`src/rtl/alias_det_pkg.sv`:
```
package alias_det_pkg;
  typedef enum logic {
    ACC_LOAD  = 1'b0,
    ACC_STORE = 1'b1
  } acc_kind_e;
endpackage

```
`src/rtl/alias_ord_list.sv`:
```
// Append-only associative list of recorded accesses, with a younger-match search.
module alias_ord_list #(
  parameter int LANES = 2,
  parameter int DEPTH = 8,
  parameter int AW    = 16,
  parameter int OW    = 6
) (
  input  logic                  clk,
  input  logic                  rst_n,
  input  logic                  clr,
  input  logic [LANES-1:0]      wr_en,
  input  logic [LANES*AW-1:0]   lane_addr,
  input  logic [LANES*OW-1:0]   lane_ord,
  output logic [LANES-1:0]      hit_younger,
  output logic                  ovf,
  output logic                  full
);
  localparam int CW  = $clog2(DEPTH + 1);
  localparam int PW  = $clog2(DEPTH + LANES + 1);
  localparam int LSW = (LANES > 1) ? $clog2(LANES) : 1;

  logic [AW-1:0]  ent_addr [DEPTH];
  logic [OW-1:0]  ent_ord  [DEPTH];
  logic [CW-1:0]  cnt_q, cnt_d;
  logic           full_q, full_d;
  logic [PW-1:0]  fill_ptr;
  logic [PW-1:0]  slot [LANES];
  logic [DEPTH-1:0] ent_we;
  logic [LSW-1:0] ent_src [DEPTH];

  // Slot assignment, in lane order
  always_comb begin
    fill_ptr = PW'(cnt_q);
    ovf      = 1'b0;
    for (int i = 0; i < LANES; i++) begin
      slot[i] = fill_ptr;
      if (wr_en[i] && !clr) begin
        if (fill_ptr >= PW'(DEPTH)) ovf = 1'b1;
        else fill_ptr = fill_ptr + PW'(1);
      end
    end
  end

  always_comb begin
    for (int d = 0; d < DEPTH; d++) begin
      ent_we[d]  = 1'b0;
      ent_src[d] = '0;
      for (int i = 0; i < LANES; i++) begin
        if (wr_en[i] && !clr && slot[i] == PW'(d)) begin
          ent_we[d]  = 1'b1;
          ent_src[d] = LSW'(i);
        end
      end
    end
  end

  // Next state of the control registers
  always_comb begin
    cnt_d  = clr ? '0 : CW'(fill_ptr);
    full_d = clr ? 1'b0 : (full_q | ovf);
  end

  always_ff @(posedge clk or negedge rst_n) begin
    if (!rst_n) begin
      cnt_q  <= '0;
      full_q <= 1'b0;
    end else begin
      cnt_q  <= cnt_d;
      full_q <= full_d;
    end
  end

  for (genvar d = 0; d < DEPTH; d++) begin : g_ent
    always_ff @(posedge clk) begin
      if (ent_we[d]) begin
        ent_addr[d] <= lane_addr[ent_src[d]*AW +: AW];
        ent_ord[d]  <= lane_ord[ent_src[d]*OW +: OW];
      end
    end
  end

  // Associative search: same address, entry scheduled later than the query
  always_comb begin
    for (int i = 0; i < LANES; i++) begin
      hit_younger[i] = 1'b0;
      for (int d = 0; d < DEPTH; d++) begin
        if ((CW'(d) < cnt_q) &&
            ent_addr[d] == lane_addr[i*AW +: AW] &&
            lane_ord[i*OW +: OW] < ent_ord[d])
          hit_younger[i] = 1'b1;
      end
    end
  end

  assign full = full_q;
endmodule

```
`src/rtl/alias_lane_cmp.sv`:
```
// Order comparison between the accesses of one wide instruction.
module alias_lane_cmp
  import alias_det_pkg::*;
#(
  parameter int LANES = 2,
  parameter int AW    = 16,
  parameter int OW    = 6
) (
  input  logic [LANES-1:0]    vld,
  input  logic [LANES-1:0]    st,
  input  logic [LANES*AW-1:0] addr,
  input  logic [LANES*OW-1:0] ord,
  output logic [LANES-1:0]    intra_viol
);
  for (genvar i = 0; i < LANES; i++) begin : g_lane
    always_comb begin
      intra_viol[i] = 1'b0;
      for (int j = 0; j < LANES; j++) begin
        if (j != i && vld[i] && vld[j] &&
            addr[i*AW +: AW] == addr[j*AW +: AW] &&
            ord[i*OW +: OW] < ord[j*OW +: OW] &&
            (acc_kind_e'(st[i]) == ACC_STORE || acc_kind_e'(st[j]) == ACC_STORE))
          intra_viol[i] = 1'b1;
      end
    end
  end
endmodule

```
`src/rtl/mem_order_alias_det.sv`:
```
module mem_order_alias_det
  import alias_det_pkg::*;
#(
  parameter int LANES = 2,
  parameter int DEPTH = 8,
  parameter int AW    = 16,
  parameter int OW    = 6
) (
  input  logic                clk,
  input  logic                rst_n,
  input  logic                clr,
  input  logic [LANES-1:0]    acc_vld,
  input  logic [LANES-1:0]    acc_st,
  input  logic [LANES-1:0]    acc_cross,
  input  logic [LANES*AW-1:0] acc_addr,
  input  logic [LANES*OW-1:0] acc_ord,
  output logic                alias_exc,
  output logic                list_full
);
  logic [LANES-1:0] ld_wr, st_wr;
  logic [LANES-1:0] ld_hit, st_hit, intra_viol, viol;
  logic             ld_ovf, st_ovf, ld_full, st_full;
  logic             exc_q, exc_d;

  always_comb begin
    for (int i = 0; i < LANES; i++) begin
      ld_wr[i] = acc_vld[i] && acc_cross[i] && !clr && acc_kind_e'(acc_st[i]) == ACC_LOAD;
      st_wr[i] = acc_vld[i] && acc_cross[i] && !clr && acc_kind_e'(acc_st[i]) == ACC_STORE;
    end
  end

  alias_ord_list #(.LANES(LANES), .DEPTH(DEPTH), .AW(AW), .OW(OW)) u_ld_list (
    .clk(clk), .rst_n(rst_n), .clr(clr), .wr_en(ld_wr),
    .lane_addr(acc_addr), .lane_ord(acc_ord),
    .hit_younger(ld_hit), .ovf(ld_ovf), .full(ld_full));

  alias_ord_list #(.LANES(LANES), .DEPTH(DEPTH), .AW(AW), .OW(OW)) u_st_list (
    .clk(clk), .rst_n(rst_n), .clr(clr), .wr_en(st_wr),
    .lane_addr(acc_addr), .lane_ord(acc_ord),
    .hit_younger(st_hit), .ovf(st_ovf), .full(st_full));

  alias_lane_cmp #(.LANES(LANES), .AW(AW), .OW(OW)) u_lane_cmp (
    .vld(acc_vld), .st(acc_st), .addr(acc_addr), .ord(acc_ord),
    .intra_viol(intra_viol));

  // Loads search the store list only; stores search both lists
  always_comb begin
    for (int i = 0; i < LANES; i++)
      viol[i] = acc_vld[i] &&
                (intra_viol[i] || st_hit[i] ||
                 (acc_kind_e'(acc_st[i]) == ACC_STORE && ld_hit[i]));
    exc_d = !clr && ((|viol) || ld_ovf || st_ovf);
  end

  always_ff @(posedge clk or negedge rst_n) begin
    if (!rst_n) exc_q <= 1'b0;
    else        exc_q <= exc_d;
  end

  assign alias_exc = exc_q;
  assign list_full = ld_full | st_full;
endmodule

```
`config.mk`:
```
export PLATFORM = sky130hd
export DESIGN_NAME = mem_order_alias_det
export DESIGN_NICKNAME = d
export VERILOG_FILES = /design/src/rtl/alias_det_pkg.sv /design/src/rtl/alias_ord_list.sv /design/src/rtl/alias_lane_cmp.sv /design/src/rtl/mem_order_alias_det.sv
export SDC_FILE = /design/constraint.sdc
export NUM_CORES = 1
export LEC_CHECK = 0
export BUFFER_PORTS_ARGS = -buffer_cell sky130_fd_sc_hd__clkbuf_2
export CAP_MARGIN = 5
export CORE_UTILIZATION = 35
export DETAILED_ROUTE_END_ITERATION = 6
export SLEW_MARGIN = 0
export SYNTH_ARGS = -nofsm -noshare
export SYNTH_HDL_FRONTEND = slang
export SYNTH_SLANG_ARGS = --single-unit
export TNS_END_PERCENT = 50
```
`constraint.sdc`:
```
create_clock -name clk -period 8.2 [get_ports clk]
set_input_delay 1.23 -clock clk [delete_from_list [all_inputs] [get_ports clk]]
set_output_delay 1.23 -clock clk [all_outputs]
set_load 0.005 [all_outputs]
```
==> reports/metrics.yaml <==
clock_tree:
  cts_setup_buffers: 0
  clk_path_buf_depth: 3
  path_clk_slew_ns: 0.06
  cts_resized: 0
  clk_latency_ns: 0.59
  cts.htree.levels: 2
  cts_made_buffers: 45
  cts_tree: "built"
  cts_sinks: 363
  cts_root_buf: "clkbuf_16"
  cts_hold_buffers: 0
floorplanning:
  io_pins: 55
  initial_utilization_pct: 35.4
  num_rows: 100
  die-area_sq_mm: 0.0766
  core_area_sq_mm: 0.0746
  die_w_um: 277
  fp.dieH_um: 277
worst_hold_path:
  min_path_cells: 2
  holdCritPathClass: "reg2reg"
global_routing:
  track_usage_pct: 22.2
  grt.overflow.total: 0
  grt_pass1_wl_um: 127000
  antenna_found_initial: 6
  grt_pass1_vias: 19100
  grt_max_degree: 34
detailed_routing:
  drcViolationCount: 0
  vias: 18700
  drt-total-wl_um: 86000
  first_pass_iters: 5
  drt-vias-per-instance: 5.72
  drt_iter0_markers: 2038
  antenna_left: 0
  wl_per_cell_um: 26.3
synth:
  yosys_warnings: 0
  synth_area_sq_mm: 0.0264
  synth_cells: 2304
  yosysUniqueCellTypes: 63
  yosysTopAreaCell: "edfxtp_1"
  synth-edff-count: 352
  synthFlopType: "edfxtp_1"
  synthesis.nets: 2537
  synthTopCellsByCount: "edfxtp_1, mux2_2, xor2_1, xnor2_1, ha_1"
  synth-seq-cells: 363
  synth_area_leaders: "edfxtp_1, mux2_2, xor2_1"
  synth_top_area_share_pct: 40.0
  synth_most_common_cell: "edfxtp_1"
  yosysSeqAreaShare_pct: 41.0
  synthArstFlopShare_pct: 3.03
  syn_area_per_cell_sq_um: 11.5
critical_path:
  crit_family: "simple AND/OR/NAND/NOR gates"
  cp_slowest_stage_delay_ns: 0.96
  cp_slowest_cell: "nor2_2"
  cp_num_buf_inv: 2
  arrival_ns: 4.48
  cp-start-kind: "primary input"
  crit_path_cell_trace: "clkbuf_2, nand4b_4, nor2_4, o21ai_0, inv_1, ha_1, nand2_1, nor2_2, a21o_1"
  crit_type: "in2reg"
  r2r_cells: 9
  crit_fanout: 24
  cp.required_ns: 8.40
  crit_cells: 9
  end_kind: "flop"
placed_design:
  post_dp_cell_area_sq_mm: 0.0274
  dp_worst_setup_slack_ns: 3.41
  portBuffers: 54
  dp_hpwl_um: 53800
  dp_cells: 3193
  place.gp.congestion: 0.902
run_status:
  status: "finished, final reports clean"
sta:
  period_minus_slack_ns: 4.28
  fin_worst_skew_ns: 0.0285
  setup_viol: 0
  max_slew_margin_pct: 16.2
  timing.fmax_mhz: 234
  timing.final.ws_setup_ns: 3.92
  rsz0062_at_grt: "false"
  worstMarginPinSlew_ns: 1.26
  fin_crit_sh_pct: 52.2
  drv_slew: 0
  hold_viol_final: 0
  tns_ns: 0
  holdWs_ns: 0.497
finish:
  drive_gt1_share_pct: 22.3
  areaGrowthSynthToFinish_pct: 8.77
  final_util_pct: 38.6
  fin_cells: 3269
  nNetsFinal: 2505
  design_area_sq_mm: 0.0288
pwr:
  total_power_mw: 4.50
  vdd.ir_drop.worst_mv: 0.130
  power_density_mw_per_mm2: 157
  p_leak_nw: 10.3
job:
  cap_violations: 0
[tightest hold or removal path, cell delays in order, from the launching register on]
cell     delay, ns
dfrtp_1       0.33
nor2_1        0.04
nor2_1        0.08
[path summary, 6_finish.rpt]
path | to | startpoint | slack [ns]
min in group asynchronous | u_st_list.full$_DFF_PN0_ | rst_n | 0.54
worst min register to register | u_ld_list.full$_DFF_PN0_ | u_ld_list.full$_DFF_PN0_ | 0.50
worst max-delay path | u_st_list.ent_ord[0][1]$_DFFE_PP_ | clr | 3.92
worst max register to register | u_st_list.ent_ord[0][1]$_DFFE_PP_ | u_st_list.cnt_q[1]$_DFF_PN0_ | 4.26
worst min-delay path | u_ld_list.full$_DFF_PN0_ | u_ld_list.full$_DFF_PN0_ | 0.50
max in group asynchronous | u_ld_list.full$_DFF_PN0_ | rst_n | 7.38
[cells in the final DEF (no fill, tap or decap), types with 3 or more instances in the layout]
cell	n
a2111oi_0	13
a211oi_1	4
a21o_1	16
a21oi_1	61
a31o_2	3
a31oi_1	12
buf_4	51
clkbuf_1	10
clkbuf_16	47
clkbuf_2	54
clkinv_1	10
clkinv_2	6
dfrtp_1	11
edfxtp_1	352
ha_1	180
inv_1	106
mux2_1	10
mux2_2	313
nand2_1	64
nand2b_1	19
nand3_1	24
nand3_2	3
nand3_4	4
nand4_1	102
nor2_1	40
nor2_2	5
nor2_4	5
nor2b_1	8
nor3_1	28
nor4_1	70
o2111ai_1	16
o211ai_1	6
o21ai_0	63
o31ai_4	3
or3_1	4
xnor2_1	263
xor2_1	271
[final cells by class]
class                      count  area [sq um]
antenna                        2          5.00
clock buffer                  57          1210
clock inverter                16          72.6
fill                        7109         45800
inverter                     107           402
multi-input combinational   1649         14300
sequential                   363         10800
tap                          969          1210
timing repair buffer         106           668
[where the power goes]
| part | switching [mW] | internal (mW) | total [mW] |
|---|---|---|---|
| combinational | 0.392 | 0.221 | 0.613 |
| clock | 0.799 | 1.03 | 1.83 |
| sequential | 0.00930 | 2.05 | 2.06 |
| total | 1.20 | 3.30 | 4.50 |
[layer usage]
layer  track usage, %  routed length, um  vias to the layer above
met4             7.51               2790                        6
met1             30.2              37300                     9474
met3             3.51               6830                      168
met5                0                 31                        -
met2             35.7              39000                      805
li1                 -                  -                     8243
[state kept, by name (all words and copies together), names as in the netlist]
signal,cells
u_st_list.ent_ord,48
u_ld_list.ent_addr,128
u_st_list.full,1
u_st_list.cnt_q,4
u_ld_list.cnt_q,4
u_ld_list.full,1
u_ld_list.ent_ord,48
alias_exc,1
u_st_list.ent_addr,128
[logic make-up after synthesis]
| logic type | count (synthesis) | share of synthesized area, % |
|---|---|---|
| XOR/XNOR | 537 | 18.0 |
| AND/OR/NAND/NOR | 392 | 8.58 |
| flip-flops | 363 | 41.0 |
| multiplexers | 323 | 13.8 |
| buffers and inverters | 292 | 4.97 |
| AO/OA/AOI/OAI | 215 | 5.10 |
| adder cells (fa/ha/maj) | 182 | 8.60 |
(Power assumes the default switching activity.)
